### src/rtl/commit_retire_unit.sv
module commit_retire_unit #(
  parameter int CW    = 4,
  parameter int SCAN  = 8,
  parameter int DEPTH = 16,
  parameter int FLT_W = 4,
  parameter int TAG_W = 6,
  localparam int PW   = $clog2(DEPTH)
) (
  input  logic                  clk,
  input  logic                  rst_n,
  input  logic [PW:0]           tail_ptr,
  input  logic [SCAN-1:0]       ent_done,
  input  logic [SCAN*FLT_W-1:0] ent_fault,
  input  logic [CW-1:0]         ent_branch,
  input  logic [SCAN-1:0]       ent_eof,
  input  logic [CW*TAG_W-1:0]   ent_tag,
  input  logic                  irq_req,
  output logic [PW:0]           head_ptr,
  output logic [CW-1:0]         ret_mask,
  output logic [CW*TAG_W-1:0]   ret_tag,
  output logic                  trap,
  output logic [FLT_W-1:0]      trap_cause,
  output logic                  irq_take,
  output logic                  flush
);
  localparam logic [PW:0] ONE = {{PW{1'b0}}, 1'b1};

  logic [PW:0]      head_q, occ, cnt;
  logic             open_q;
  logic [SCAN-1:0]  vld, flt, ok;
  logic             hit, alive, run, stop, br, last_eof;
  logic [FLT_W-1:0] cause;
  logic [CW-1:0]    sel;

  assign occ = tail_ptr - head_q;

  always_comb begin
    run = 1'b0;
    for (int k = SCAN - 1; k >= 0; k--) begin
      vld[k] = (PW+1)'(k) < occ;
      flt[k] = |ent_fault[k*FLT_W +: FLT_W];
      run    = vld[k] & ent_done[k] & ~flt[k] & (ent_eof[k] | run);
      ok[k]  = run;
    end
  end

  always_comb begin
    hit   = 1'b0;
    cause = '0;
    alive = 1'b1;
    for (int k = 0; k < SCAN; k++) begin
      if (alive) begin
        if (!(vld[k] && ent_done[k])) alive = 1'b0;
        else if (flt[k]) begin
          hit   = 1'b1;
          cause = ent_fault[k*FLT_W +: FLT_W];
          alive = 1'b0;
        end
        else if (ent_eof[k]) alive = 1'b0;
      end
    end
  end

  assign trap       = hit;
  assign trap_cause = cause;
  assign irq_take   = irq_req & ~open_q & ~hit;
  assign flush      = hit | irq_take;

  always_comb begin
    sel      = '0;
    cnt      = '0;
    br       = 1'b0;
    last_eof = 1'b1;
    stop     = flush;
    for (int k = 0; k < CW; k++) begin
      if (!stop) begin
        if (ok[k] && !(br && ent_branch[k])) begin
          sel[k]   = 1'b1;
          cnt      = cnt + ONE;
          br       = br | ent_branch[k];
          last_eof = ent_eof[k];
          if (irq_req && ent_eof[k]) stop = 1'b1;
        end else begin
          stop = 1'b1;
        end
      end
    end
  end

  generate
    for (genvar k = 0; k < CW; k++) begin : g_tag
      assign ret_tag[k*TAG_W +: TAG_W] = sel[k] ? ent_tag[k*TAG_W +: TAG_W] : '0;
    end
  endgenerate

  always_ff @(posedge clk) begin
    if (!rst_n) begin
      head_q <= '0;
      open_q <= 1'b0;
    end else begin
      head_q <= head_q + cnt;
      if (|sel) open_q <= ~last_eof;
    end
  end

  assign head_ptr = head_q;
  assign ret_mask = sel;
endmodule

### config.mk
export PLATFORM = sky130hd
export DESIGN_NAME = commit_retire_unit
export DESIGN_NICKNAME = d
export VERILOG_FILES = /design/src/rtl/commit_retire_unit.sv
export SDC_FILE = /design/constraint.sdc
export NUM_CORES = 1
export LEC_CHECK = 0
export ABC_AREA = 1
export BUFFER_PORTS_ARGS = -buffer_cell sky130_fd_sc_hd__buf_2
export CAP_MARGIN = 20
export CORE_MARGIN = 2
export CORE_UTILIZATION = 30
export CTS_BUF_LIST = sky130_fd_sc_hd__clkbuf_16
export DETAILED_ROUTE_END_ITERATION = 10
export PLACE_DENSITY = 0.58
export SLEW_MARGIN = 20
export SYNTH_ARGS = -nofsm -noshare
export SYNTH_HDL_FRONTEND = slang
export SYNTH_SLANG_ARGS = --single-unit
### constraint.sdc
create_clock -name clk -period 5.1 [get_ports clk]
set_input_delay 0.51 -clock clk [delete_from_list [all_inputs] [get_ports clk]]
set_output_delay 0.51 -clock clk [all_outputs]
set_load 0.02 [all_outputs]
---- Yosys cells after proc, flatten, opt, wreduce, memory -nomap -nowiden ----
Index checks and enable logic that the tools add are counted.
operators by class
  add/subtract/negate cells ............... 5
  multiply operators ...................... 0
  divide/modulo/power cells ............... 0
  order comparisons ....................... 8
  equality and inequality tests ........... 0
  shift-type cells ........................ 0
  mux-type cells .......................... 116
  bitwise gates (word level) .............. 47
  reductions and logical operators ........ 29
operators with widths
  cell                   count
  $mux W4                23
  $mux W1                83
  $reduce_or A4 Y1       9
  $mux W5                6
  $and A1 B1 Y1          26
  $mux W6                4
  $lt A3 B5 Y1 const A   4
  $logic_and A1 B1 Y1    17
  $add A5 B1 Y5 const B  3
  $not A1 Y1             11
  $lt A1 B5 Y1 const A   2
  $lt A2 B5 Y1 const A   2
  $or A1 B1 Y1           10
  $add A5 B5 Y5          1
  $sub A5 B5 Y5          1
  $logic_not A1 Y1       3
word-level totals
  flip-flop bits (word level) ............. 6
  bits in latches ......................... 0
  memory bits (writable) .................. 0
  bits in read-only memories .............. 0
  input bits .............................. 84
  output and inout bits ................... 40
  logic and storage cells ................. 207
  memories ................................ 0

---- Logic depth before layout (Yosys ltp) ----
Gate-level depths: netlist of the first run.
  word-level depth ........................ 45
  mapped depth ............................ 43
  gate-level depth less buffers ........... 43

---- Least setup slack after synthesis of the first run ----
OpenSTA, ideal clock, no wires.
  kind .................................... in2reg
  from .................................... in tail_ptr[0]
  to ...................................... reg head_q[4], in the netlist head_ptr[4]
  setup time .............................. 70 ps
  arrival ................................. 4881 ps
  required time ........................... 5030 ps
  slack ................................... 149 ps
  stages on the path ...................... 35
  buffers on the path ..................... 0
  cell sequence ........................... inv_1 -> ha_1 -> fa_1 -> inv_1 -> nand2_1 -> nand2_1 -> nand3_1 -> nand2_4 -> nand4_1 -> nand3_2 -> inv_2 -> nand2_2 -> nor2_1 -> nor2_1 -> nand3_1 -> nor2_2 -> nand4_2 -> nor2_4 -> nand4_1 -> nand2_1 -> inv_1 -> ha_1 -> o21ai_0 -> nand2_1 -> nand2_1 -> inv_1 -> ha_1 -> o21ai_0 -> inv_1 -> fa_1 -> nand2_1 -> nand2_1 -> a21oi_1 -> o21ai_0 -> a21oi_1
between the ends
  word-level cells in the longest chain between the ends .. 45
  elaborated cells between the ends (all ways) .. 121
  classes of those cells .................. add/sub: 5; order compare: 8; mux: 55; bitwise: 36; reduce/logical: 17
RTL lines
  what                                                    RTL line  source
  start, declared                                         11        input logic [PW:0] tail_ptr,
  $sub A5 B5 Y5 (*)                                       35        assign occ = tail_ptr - head_q;
  $lt A1 B5 Y1                                            40        vld[k] = (PW+1)'(k) < occ;
  $logic_and A1 B1 Y1                                     53        if (!(vld[k] && ent_done[k])) alive = 1'b0;
  $mux W1                                                 53
  $mux W1                                                 54        else if (flt[k]) begin
  $mux W1                                                 53
  $mux W1                                                 52        if (alive) begin
  $mux W1                                                 54
  [16 not listed]                                         -
  $mux W1 (*)                                             52
  $not A1 Y1                                              66        assign irq_take = irq_req & ~open_q & ~hit;
  $and A1 B1 Y1                                           66
  $or A1 B1 Y1 (*)                                        67        assign flush = hit | irq_take;
  via flush                                               24        output logic flush
  branches (longest 15 deep; another with $add A5 B1 Y5)  -
  $mux W5 (*)                                             76        if (!stop) begin
  $add A5 B5 Y5 (*)                                       101       head_q <= head_q + cnt;
  end signal, assigned                                    101
  end, declared                                           28        logic [PW:0] head_q, occ, cnt;
Mark *: on every way through the listed nets, which the timed path passes.
A chain may end at the register's enable or synchronous reset.

---- Final worst setup path of the first run ----
  from .................................... in tail_ptr[0]
  to ...................................... reg head_q[3], in the netlist head_ptr[3]
between the ends
  word-level cells in the longest chain between the ends .. 45
  elaborated cells between the ends (all ways) .. 121
  classes of those cells .................. add/sub: 5; order compare: 8; mux: 55; bitwise: 36; reduce/logical: 17
RTL lines
  what                                                   RTL line
  $sub A5 B5 Y5 (*)                                      35
  branches (longest 42 deep; another with $lt A1 B5 Y1)  -
  $mux W5 (*)                                            76
  $add A5 B5 Y5 (*)                                      101
Every way passes the cells marked *.

==> results.ini, run 1 <==
[synthesis]
synth_flop_cell = dfxtp_1
yosys.area.top_type = inv_1
syn-instance-count = 337
synth-seq-area-share_pct = 6.63
synth-simple-area-share_pct = 51.6
synth_area_leaders = inv_1 (18%), nand2_1 (14%), nor2_1 (10%), ha_1 (6.9%), dfxtp_1 (6.6%)
ys_warn_count = 0
synth-compound-area-share_pct = 11.5
yosys.area_share.adder_pct = 9.11
synth_edf_count = 0
synth_xor_area_share_pct = 1.45
synthMuxAreaShare_pct = 0
synth_area_per_cell_um2 = 5.38
synth_top_family_by_area = simple AND/OR/NAND/NOR gates
ys_types = 34
synth_top_area_share_pct = 17.8
synth_area_mm2 = 0.00181
ys_seq_elements = 6
async_flop_share_pct = 0
syn-num-nets = 433

[setup_path]
critPathCaptureType = flip-flop
crit_arrival_ps = 4970
worst-path-max-fanout = 8
cp-start-kind = primary input
required_ps = 5260
cp_slowest_stage_delay_ps = 390
rr_worst_depth = 35
cp_slowest_cell = fa_2
r2r_end = head_ptr[3]
worstSetupPathType = in2reg
timing.rr.start = head_ptr[0]
crit_path_start = tail_ptr[0]
r2r_setup_slack_ps = 310

[worst_hold_path]
min_from = open_q
worstHoldEndpoint = open_q
hold_path.class = reg2reg
worstHoldPathCells = 2

[placed_design]
place_ws_ps = -110
numPortBuffers = 123
hpwl_mm = 4.99
gpl.final_weighted_congestion = 0.833

[floorplanning]
start_util_pct = 30.8
die_h_um = 81.7
dieArea_mm2 = 0.00668
die_x_um = 81.7
core_mm2 = 0.00589
fp-row-count = 28
ios = 124

[grt]
first_global_vias = 2163
grt_pass1_wl_mm = 8.72
grt_max_degree = 11
grt.total_usage_pct = 15.8
antenna_found_initial = 0
grt_overflow = 0

[route]
finalWirelength_mm = 5.84
vias = 2486
firstDrtPassIters = 4
via_per_inst = 4.46
ant_nets = 0
drtIter0Drc = 104
drc = 0
avgRoutedWirePerCell_um = 10.5

[cells_and_area]
synthToLayoutAreaGrowth_pct = 58.9
n_antenna_cell = 0
drive_above_1_share_pct = 42.7
final_common_cell = buf_2
fillers = 624
seqCellArea_um2 = 120
multiInputGateArea_mm2 = 0.00147
final_cell_mix = buf_2 (122), inv_1 (81), nand2_1 (56)
nets = 580

[clock_tree]
htreeDepth = 1
clk_pin_slew_worst_paths_ps = 40
cts-root-buf = clkbuf_16
cts_tree = built
cts_hold_buf = 0
clk_latency_ps = 230
cts_made_buffers = 3
cts_buffer_depth = 2
clock_sinks = 6

[sta]
tightest_slew_ps = 579
drv_slew = 0
hold_viol = 0
setup_slack_ps = 293
relSlewSlack_pct = 61.0
fin_crit_ps = 4810
final.period_utilization_pct = 94.3
fin_skew_ps = 4.15
fmax_mhz = 208
finalSetupViolCount = 0

[power]
p_total_mw = 0.311
p_leak_nw = 1.71
powerDensity_mw_per_mm2 = 108
vdd_drop_max_mv = 0.152

[flow_run]
maxCapViolCount = 0

[outcome]
outcome = complete, no violations

[worst max-delay path by stage]
stage | to | slack [ps] | cells after the start
after detailed placement | head_ptr[4] | -110 | 36
after global routing | head_ptr[3] | -30 | 37
after floorplan | head_ptr[4] | 150 | 35
final | head_ptr[3] | 290 | 37
after CTS | head_ptr[4] | 80 | 36
after global placement | head_ptr[4] | -20 | 36
[where the power goes]
part / switching, mW / total (mW) / internal, mW
clock: 0.0254 / 0.126 / 0.101
combinational: 0.0780 / 0.135 / 0.0575
sequential: 0.00109 / 0.0498 / 0.0487
total: 0.104 / 0.311 / 0.207
[synthesized netlist by cell type, types with 5 or more instances]
cell,count
a21oi_1,13
nor4_1,7
nand4_1,11
o21ai_0,13
dfxtp_1,6
nand2_1,66
nand3_1,21
nor2_1,49
inv_1,86
nor2_2,5
nand2_2,7
inv_2,5
ha_1,10
[state kept, by name (all words and copies together) (netlist names)]
| name | flops |
|---|---|
| open_q | 1 |
| head_ptr | 5 |
[worst max-delay path, delay by kind of cell]
kind	cells	cell delay, ps
AO/OA/AOI/OAI	3	460
adder cells (fa/ha/maj)	4	1000
AND/OR/NAND/NOR	23	2510
XOR/XNOR	1	160
buffers and inverters	6	320
[repair_timing]
action,CTS,global route
buffers inserted,0,9
resized for setup,0,40
endpoints found under the setup margin,0,4
[cell families (layout without fill, tap and decap cells)]
kind of cell / Yosys count / in the layout
adders and majority gates: 12 / 12
other: 1 / 1
DFF: 6 / 6
AOI/OAI and AO/OA: 36 / 36
xor gates and xnor gates: 3 / 3
buffers and inverters: 92 / 237
and+or+nand+nor: 187 / 187
[final cells by class]
type / count / area share, %
Multi-Input combinational cell: 239 / 51.1
Timing Repair Buffer: 143 / 27.1
Inverter: 91 / 11.9
Sequential cell: 6 / 4.17
Tap cell: 75 / 3.26
Clock buffer: 3 / 2.61
[through the flow]
| stage | TNS (ps) | cell area, um^2 | hold slack [ps] | util [%] | instances |
|---|---|---|---|---|---|
| floorplan | 0 | 1810 | 437 | - | 337 |
| global placement | -22.6 | 2590 | 457 | 44.1 | 545 |
| detailed placement | -142 | 2590 | 457 | 44.1 | 545 |
| CTS | 0 | 2670 | 461 | 45.3 | 548 |
| global route | -49.2 | 2880 | 482 | 49.0 | 557 |
| finish | 0 | 2880 | 453 | 49.0 | 557 |
[routing by layer]
metal	vias to the layer above	global-route usage (%)	share of wire (%)
met5	-	0	0
met4	0	2.33	0.24
met3	2	1.98	5.5
met2	61	28.7	51
met1	1078	20.2	43
li1	1345	-	-
Note: power is estimated with default switching activity, not from simulation.
==> run 2, diff against run 1 <==
==> constraint.sdc (replaced) <==
create_clock -name clk -period 4.6 [get_ports clk]
set_input_delay 0.46 -clock clk [delete_from_list [all_inputs] [get_ports clk]]
set_output_delay 0.46 -clock clk [all_outputs]
set_load 0.02 [all_outputs]
==> run 2 against run 1 <==
The flow now finishes with violations (negative setup slack). Non-clock buffer count rose by 55. Hold slack improved by 43 ps. Sequential power up 10%. Clock power rose by 11%. Wire length increased by 12%. Power is 21% higher. Register-to-register slack got worse by 490 ps. Clock-buffer cell count unchanged. Critical path depth decreased by 2. Via count grew 11%. Cell count rose by 9.9%. Combinational power grew 33%. Largest power group unchanged.
==> results.ini, run 2 (synthesized netlist as in run 1, its figures left out) <==
[grt]
grt_pass1_wl_mm = 9.94
first_global_vias = 2443
grt.total_usage_pct = 18.2
grt_max_degree = 9
grt_overflow = 0
antenna_found_initial = 0

[setup_path]
cp_common_cell = nand2_2
critPathCaptureType = flip-flop
required_ps = 4750
cp_slowest_stage_delay_ps = 390
crit_arrival_ps = 4950
crit_path_start = tail_ptr[0]
cp-start-kind = primary input
worst-path-max-fanout = 8
critPathTopFamily = simple AND/OR/NAND/NOR gates
cp_slowest_cell = fa_2
worstSetupPathType = in2reg
timing.rr.start = head_ptr[0]
worst-path-buf-inv = 6

[flow_run]
maxCapViolCount = 0

[sta]
finalSetupViolCount = 3
hold_viol = 0
drv_slew = 0
setup_slack_ps = -202
tightest_slew_ps = 682
rsz0062_at_grt = true
fin_crit_ps = 4800
final.period_utilization_pct = 104
relSlewSlack_pct = 54.1
fmax_mhz = 208
fin_skew_ps = 3.19

[clock_tree]
cts_tree = built
clk_latency_ps = 230
htreeDepth = 1
clk_pin_slew_worst_paths_ps = 30
cts_made_buffers = 3
cts-root-buf = clkbuf_16
cts_buffer_depth = 2
clock_sinks = 6

[cells_and_area]
final_common_cell = buf_2
finalNonFillerCells = 612
fillers = 588
nets = 635
drive_above_1_share_pct = 51.2
final_cell_mix = buf_2 (113), inv_1 (81), buf_4 (77)
synthToLayoutAreaGrowth_pct = 91.0
n_antenna_cell = 0
largest_reg_flops = 5

[placed_design]
dp_cells = 583
numPortBuffers = 123
hpwl_mm = 5.21
gpl.final_weighted_congestion = 0.864

[power]
vdd_drop_max_mv = 0.157
p_total_mw = 0.375
powerDensity_mw_per_mm2 = 108
p_leak_nw = 2.02

[route]
ant_nets = 0
firstDrtPassIters = 4
via_per_inst = 4.50
finalWirelength_mm = 6.53
drtIter0Drc = 54
vias = 2751
drc = 0
avgRoutedWirePerCell_um = 10.7

[worst_hold_path]
min_from = rst_n
hold_path.class = in2reg

[floorplanning]
fp-row-count = 28
ios = 124
start_util_pct = 30.8
core_mm2 = 0.00589
dieArea_mm2 = 0.00668
die_h_um = 81.7
die_x_um = 81.7

[outcome]
violations = negative setup slack
outcome = finished with violations

[run 2: cell count changes in the layout (fill, tap and decap cells not counted), moves of 3 or more]
cell	before	now
a21oi_1	12	8
a21oi_2	1	5
buf_2	122	113
buf_4	18	77
buf_6	3	7
nand2_2	16	13
nor2_1	47	43
nor2_2	5	8
o21ai_0	10	4
o21ai_1	3	9
[run 2: power breakdown]
part | switching, mW | internal (mW) | total, mW
Clock | 0.0286 | 0.111 | 0.140
Sequential | 0.000984 | 0.0540 | 0.0550
Combinational | 0.0971 | 0.0832 | 0.180
[run 2: final timing paths]
kind	slack (ps)	endpoint	cells after the start
max	-200	head_ptr[4]	35
min	500	head_ptr[1]	3
max reg2reg	-180	head_ptr[4]	33
min reg2reg	510	open_q	2
[run 2: area by class of cell]
cell class                      count  area (um^2)  share of cell area, %
Inverter                           91          354                   10.2
Timing Repair Buffer              198         1240                   35.9
Sequential cell                     6          121                   3.50
Tap cell                           75         93.8                   2.71
Clock buffer                        3         75.1                   2.17
Multi-Input combinational cell    239         1580                   45.5
[run 2: layer usage]
layer | GRT usage, % | part of all wire (%) | vias up | wire (um)
li1 | - | - | 1459 | -
met1 | 22.3 | 42 | 1227 | 2740
met2 | 34.5 | 53 | 61 | 3500
met3 | 1.76 | 4.1 | 4 | 267
met4 | 3.00 | 0.55 | 0 | 36
met5 | 0 | 0 | - | 0
[run 2: worst register-to-register path: cells and delay by family (launching register included)]
kind	cells	cell delay (ps)
AO/OA/AOI/OAI	3	370
adder cells (fa/ha/maj)	4	1120
XOR/XNOR	1	130
flip-flops	1	320
buffers and inverters	4	470
AND/OR/NAND/NOR	21	2300
[run 2: timing repair]
action | in CTS | in global routing
resized for setup | 21 | 50
setup endpoints to repair | 10 | 14
buffers inserted | 23 | 8
pin swaps | 23 | 38
hold buffers | 0 | 0
[run 2: metrics by stage]
stage	hold slack (ps)	area (um^2)	utilization, %	setup slack, ps	TNS (ps)
after floorplan	437	1860	-	-65.3	-65.3
after global routing	532	3460	58.8	-500	-2640
after detailed placement	458	2930	49.7	-511	-1650
final	496	3460	58.8	-202	-345
after CTS	462	3260	55.3	-17.3	-17.3
after global placement	455	2930	49.7	-405	-1340
==> run 3, diff against run 2 <==
--- a/config.mk
+++ b/config.mk
@@ -5,14 +5,15 @@
 export SDC_FILE = /design/constraint.sdc
 export NUM_CORES = 1
 export LEC_CHECK = 0
-export ABC_AREA = 1
+export ABC_AREA = 0
 export BUFFER_PORTS_ARGS = -buffer_cell sky130_fd_sc_hd__buf_2
 export CAP_MARGIN = 20
 export CORE_MARGIN = 2
 export CORE_UTILIZATION = 30
 export CTS_BUF_LIST = sky130_fd_sc_hd__clkbuf_16
 export DETAILED_ROUTE_END_ITERATION = 10
-export PLACE_DENSITY = 0.58
+export HOLD_SLACK_MARGIN = 0.1
+export PLACE_DENSITY = 0.59
 export SLEW_MARGIN = 20
 export SYNTH_ARGS = -nofsm -noshare
 export SYNTH_HDL_FRONTEND = slang
==> run 3 against run 2 <==
The run still ends with negative setup slack left. Power is 7.0% higher. Clock power barely moved. Critical path depth shrank 12. Maximum frequency up 4.3%. Cell area decreased by 13%. Synthesized area down 6.3%. Die area fell by 6.0%. Combinational power grew 16%.
==> results.ini, run 3 <==
[sta]
finalSetupViolCount = 1
hold_viol = 0
tightest_slew_ps = 527
setup_slack_ps = -2.73
fin_crit_ps = 4600
rsz0062_at_grt = true
fmax_mhz = 217
fin_skew_ps = 1.42
drv_slew = 0
final.period_utilization_pct = 100
holdWs_ps = 467
relSlewSlack_pct = 64.8

[power]
vdd_drop_max_mv = 0.109
clkPwrFrac_pct = 34.4
p_leak_nw = 1.59
switching_power_mw = 0.133
p_total_mw = 0.402
pwr-share-seq_pct = 13.9
p_comb_share_pct = 51.7
intPower_mw = 0.269
swShare_pct = 33.0
powerDensity_mw_per_mm2 = 133

[clock_tree]
cts_buffer_depth = 2
clk_latency_ps = 220
clock_sinks = 6
cts_hold_buf = 0
htreeDepth = 1
cts-root-buf = clkbuf_16
cts_tree = built
clk_pin_slew_worst_paths_ps = 30
cts_made_buffers = 3

[synthesis]
ys_seq_elements = 6
ys_warn_count = 0
synth_area_mm2 = 0.00170
synth_top_family_by_area = simple AND/OR/NAND/NOR gates
synth_area_per_cell_um2 = 7.23
syn-num-nets = 331
synthMuxAreaShare_pct = 1.25
synth-seq-area-share_pct = 7.07
synthMostInstantiatedCell = and2_1
synth_flop_cell = dfxtp_1
synth_common_cells = and2_1 (28), nor2_1 (19), inv_1 (15)
yosys.area.top_type = and2_1
synth-compound-area-share_pct = 31.7
synth_top_area_share_pct = 10.3
synth_edf_count = 0
synth_area_leaders = and2_1 (10%), ha_1 (7.4%), dfxtp_1 (7.1%), nor2_1 (4.2%), a22oi_1 (3.5%)
synth-simple-area-share_pct = 39.2
syn-instance-count = 235
yosys.area_share.adder_pct = 9.72
async_flop_share_pct = 0
synth_xor_area_share_pct = 6.04
ys_types = 67

[setup_path]
worstSetupPathType = in2reg
crit_path_cell_trace = buf_8 -> inv_12 -> ha_4 -> fa_2 -> buf_6 -> nor4b_4 -> or3_1 -> a21oi_2 -> buf_4 -> o41a_1 -> nor2b_4 -> o211a_1 -> a222oi_1 -> nand4_2 -> inv_2 -> xnor2_2 -> ha_1 -> o21a_1 -> fa_2 -> a21o_1 -> a21oi_2 -> xor2_1 -> nor2_1
cp-start-kind = primary input
critPathCaptureType = flip-flop
required_ps = 4710
crit_arrival_ps = 4720
timing.rr.start = head_ptr[0]
cp_slowest_cell = fa_2
cp_slowest_stage_delay_ps = 390
worst-path-max-fanout = 5
crit_path_start = tail_ptr[0]

[cells_and_area]
largest_reg_flops = 5
nets = 510
drive_above_1_share_pct = 53.2
final_cell_mix = buf_2 (122), buf_4 (52), and2_1 (28)
final_common_cell = buf_2
fin_util_pct = 55.3
fillers = 524
synthToLayoutAreaGrowth_pct = 78.2
n_antenna_cell = 0
final_area_mm2 = 0.00303

[route]
via_per_inst = 5.14
finalWirelength_mm = 6.32
vias = 2488
ant_nets = 0
firstDrtPassIters = 5
drtIter0Drc = 119
drc = 0
avgRoutedWirePerCell_um = 13.1

[floorplanning]
ios = 124
die_x_um = 79.3
start_util_pct = 31.0
core_mm2 = 0.00547
dieArea_mm2 = 0.00628
die_h_um = 79.3
fp-row-count = 27

[placed_design]
place_ws_ps = -345
hpwl_mm = 5.48
numPortBuffers = 123
dpl_cell_area_mm2 = 0.00282
gpl.final_weighted_congestion = 0.868

[grt]
grt_overflow = 0
grt_pass1_wl_mm = 10.3
grt.total_usage_pct = 19.8
grt_max_degree = 9
antenna_found_initial = 0
first_global_vias = 2424

[worst_hold_path]
hold_path.class = reg2reg
min_from = open_q

[flow_run]
maxCapViolCount = 0

[outcome]
violations = negative setup slack
outcome = finished with violations

## run 3: path summary, 6_finish.rpt
check	endpoint	slack (ps)	cells after the start
max reg2reg	head_ptr[4]	10	21
min reg2reg	open_q	470	2
min	open_q	470	2
max	head_ptr[4]	-3	23
## run 3: logic make-up (layout without fill, tap and decap cells)
kind of cell | count (synthesis) | after routing
and+or+nand+nor | 114 | 114
AOI/OAI and AO/OA | 70 | 70
buffers and inverters | 20 | 197
adders and majority gates | 12 | 12
xor gates and xnor gates | 10 | 10
DFF | 6 | 6
muxes | 2 | 2
other | 1 | 1
## run 3: layer usage
metal	vias to the layer above	part of all wire [%]	routed length, um	GRT usage, %
met3	6	8.9	562	2.95
li1	1258	-	-	-
met4	0	1.0	64	4.31
met5	-	0	0	0
met2	121	48	3060	37.6
met1	1103	42	2640	23.1
## run 3: what timing repair did
action | CTS | global route
pin swaps | 13 | 6
resized for setup | 10 | 4
buffers inserted | 6 | 1
endpoints found under the setup margin | 2 | 3
## run 3: area by class of cell
| type | count | area, um^2 | area share [%] |
|---|---|---|---|
| multi-input combinational | 209 | 1630 | 53.9 |
| inverter | 18 | 82.6 | 2.73 |
| sequential | 6 | 121 | 4.01 |
| tap | 72 | 90.1 | 2.98 |
| timing repair buffer | 176 | 1030 | 33.9 |
| clock buffer | 3 | 75.1 | 2.48 |
## run 3: critical path, delay by kind of cell
family,cells,cell delay (ps)
AO/OA/AOI/OAI,7,1520
adder cells (fa/ha/maj),4,1130
AND/OR/NAND/NOR,5,790
buffers and inverters,5,530
XOR/XNOR,2,290
## run 3: power groups by stage
stage	Combinational [mW]	Sequential, mW	Clock (mW)
floorplan	0.0951	0.0586	0
global placement	0.198	0.0568	0
detailed placement	0.199	0.0567	0
CTS	0.206	0.0560	0.139
global route	0.228	0.0562	0.145
finish	0.208	0.0560	0.138
## run 3: stage by stage
stage / setup TNS, ps / std cells
floorplan: -31.3 / 235
global placement: -526 / 474
detailed placement: -708 / 474
CTS: 0 / 483
global route: -554 / 484
finish: -2.73 / 484
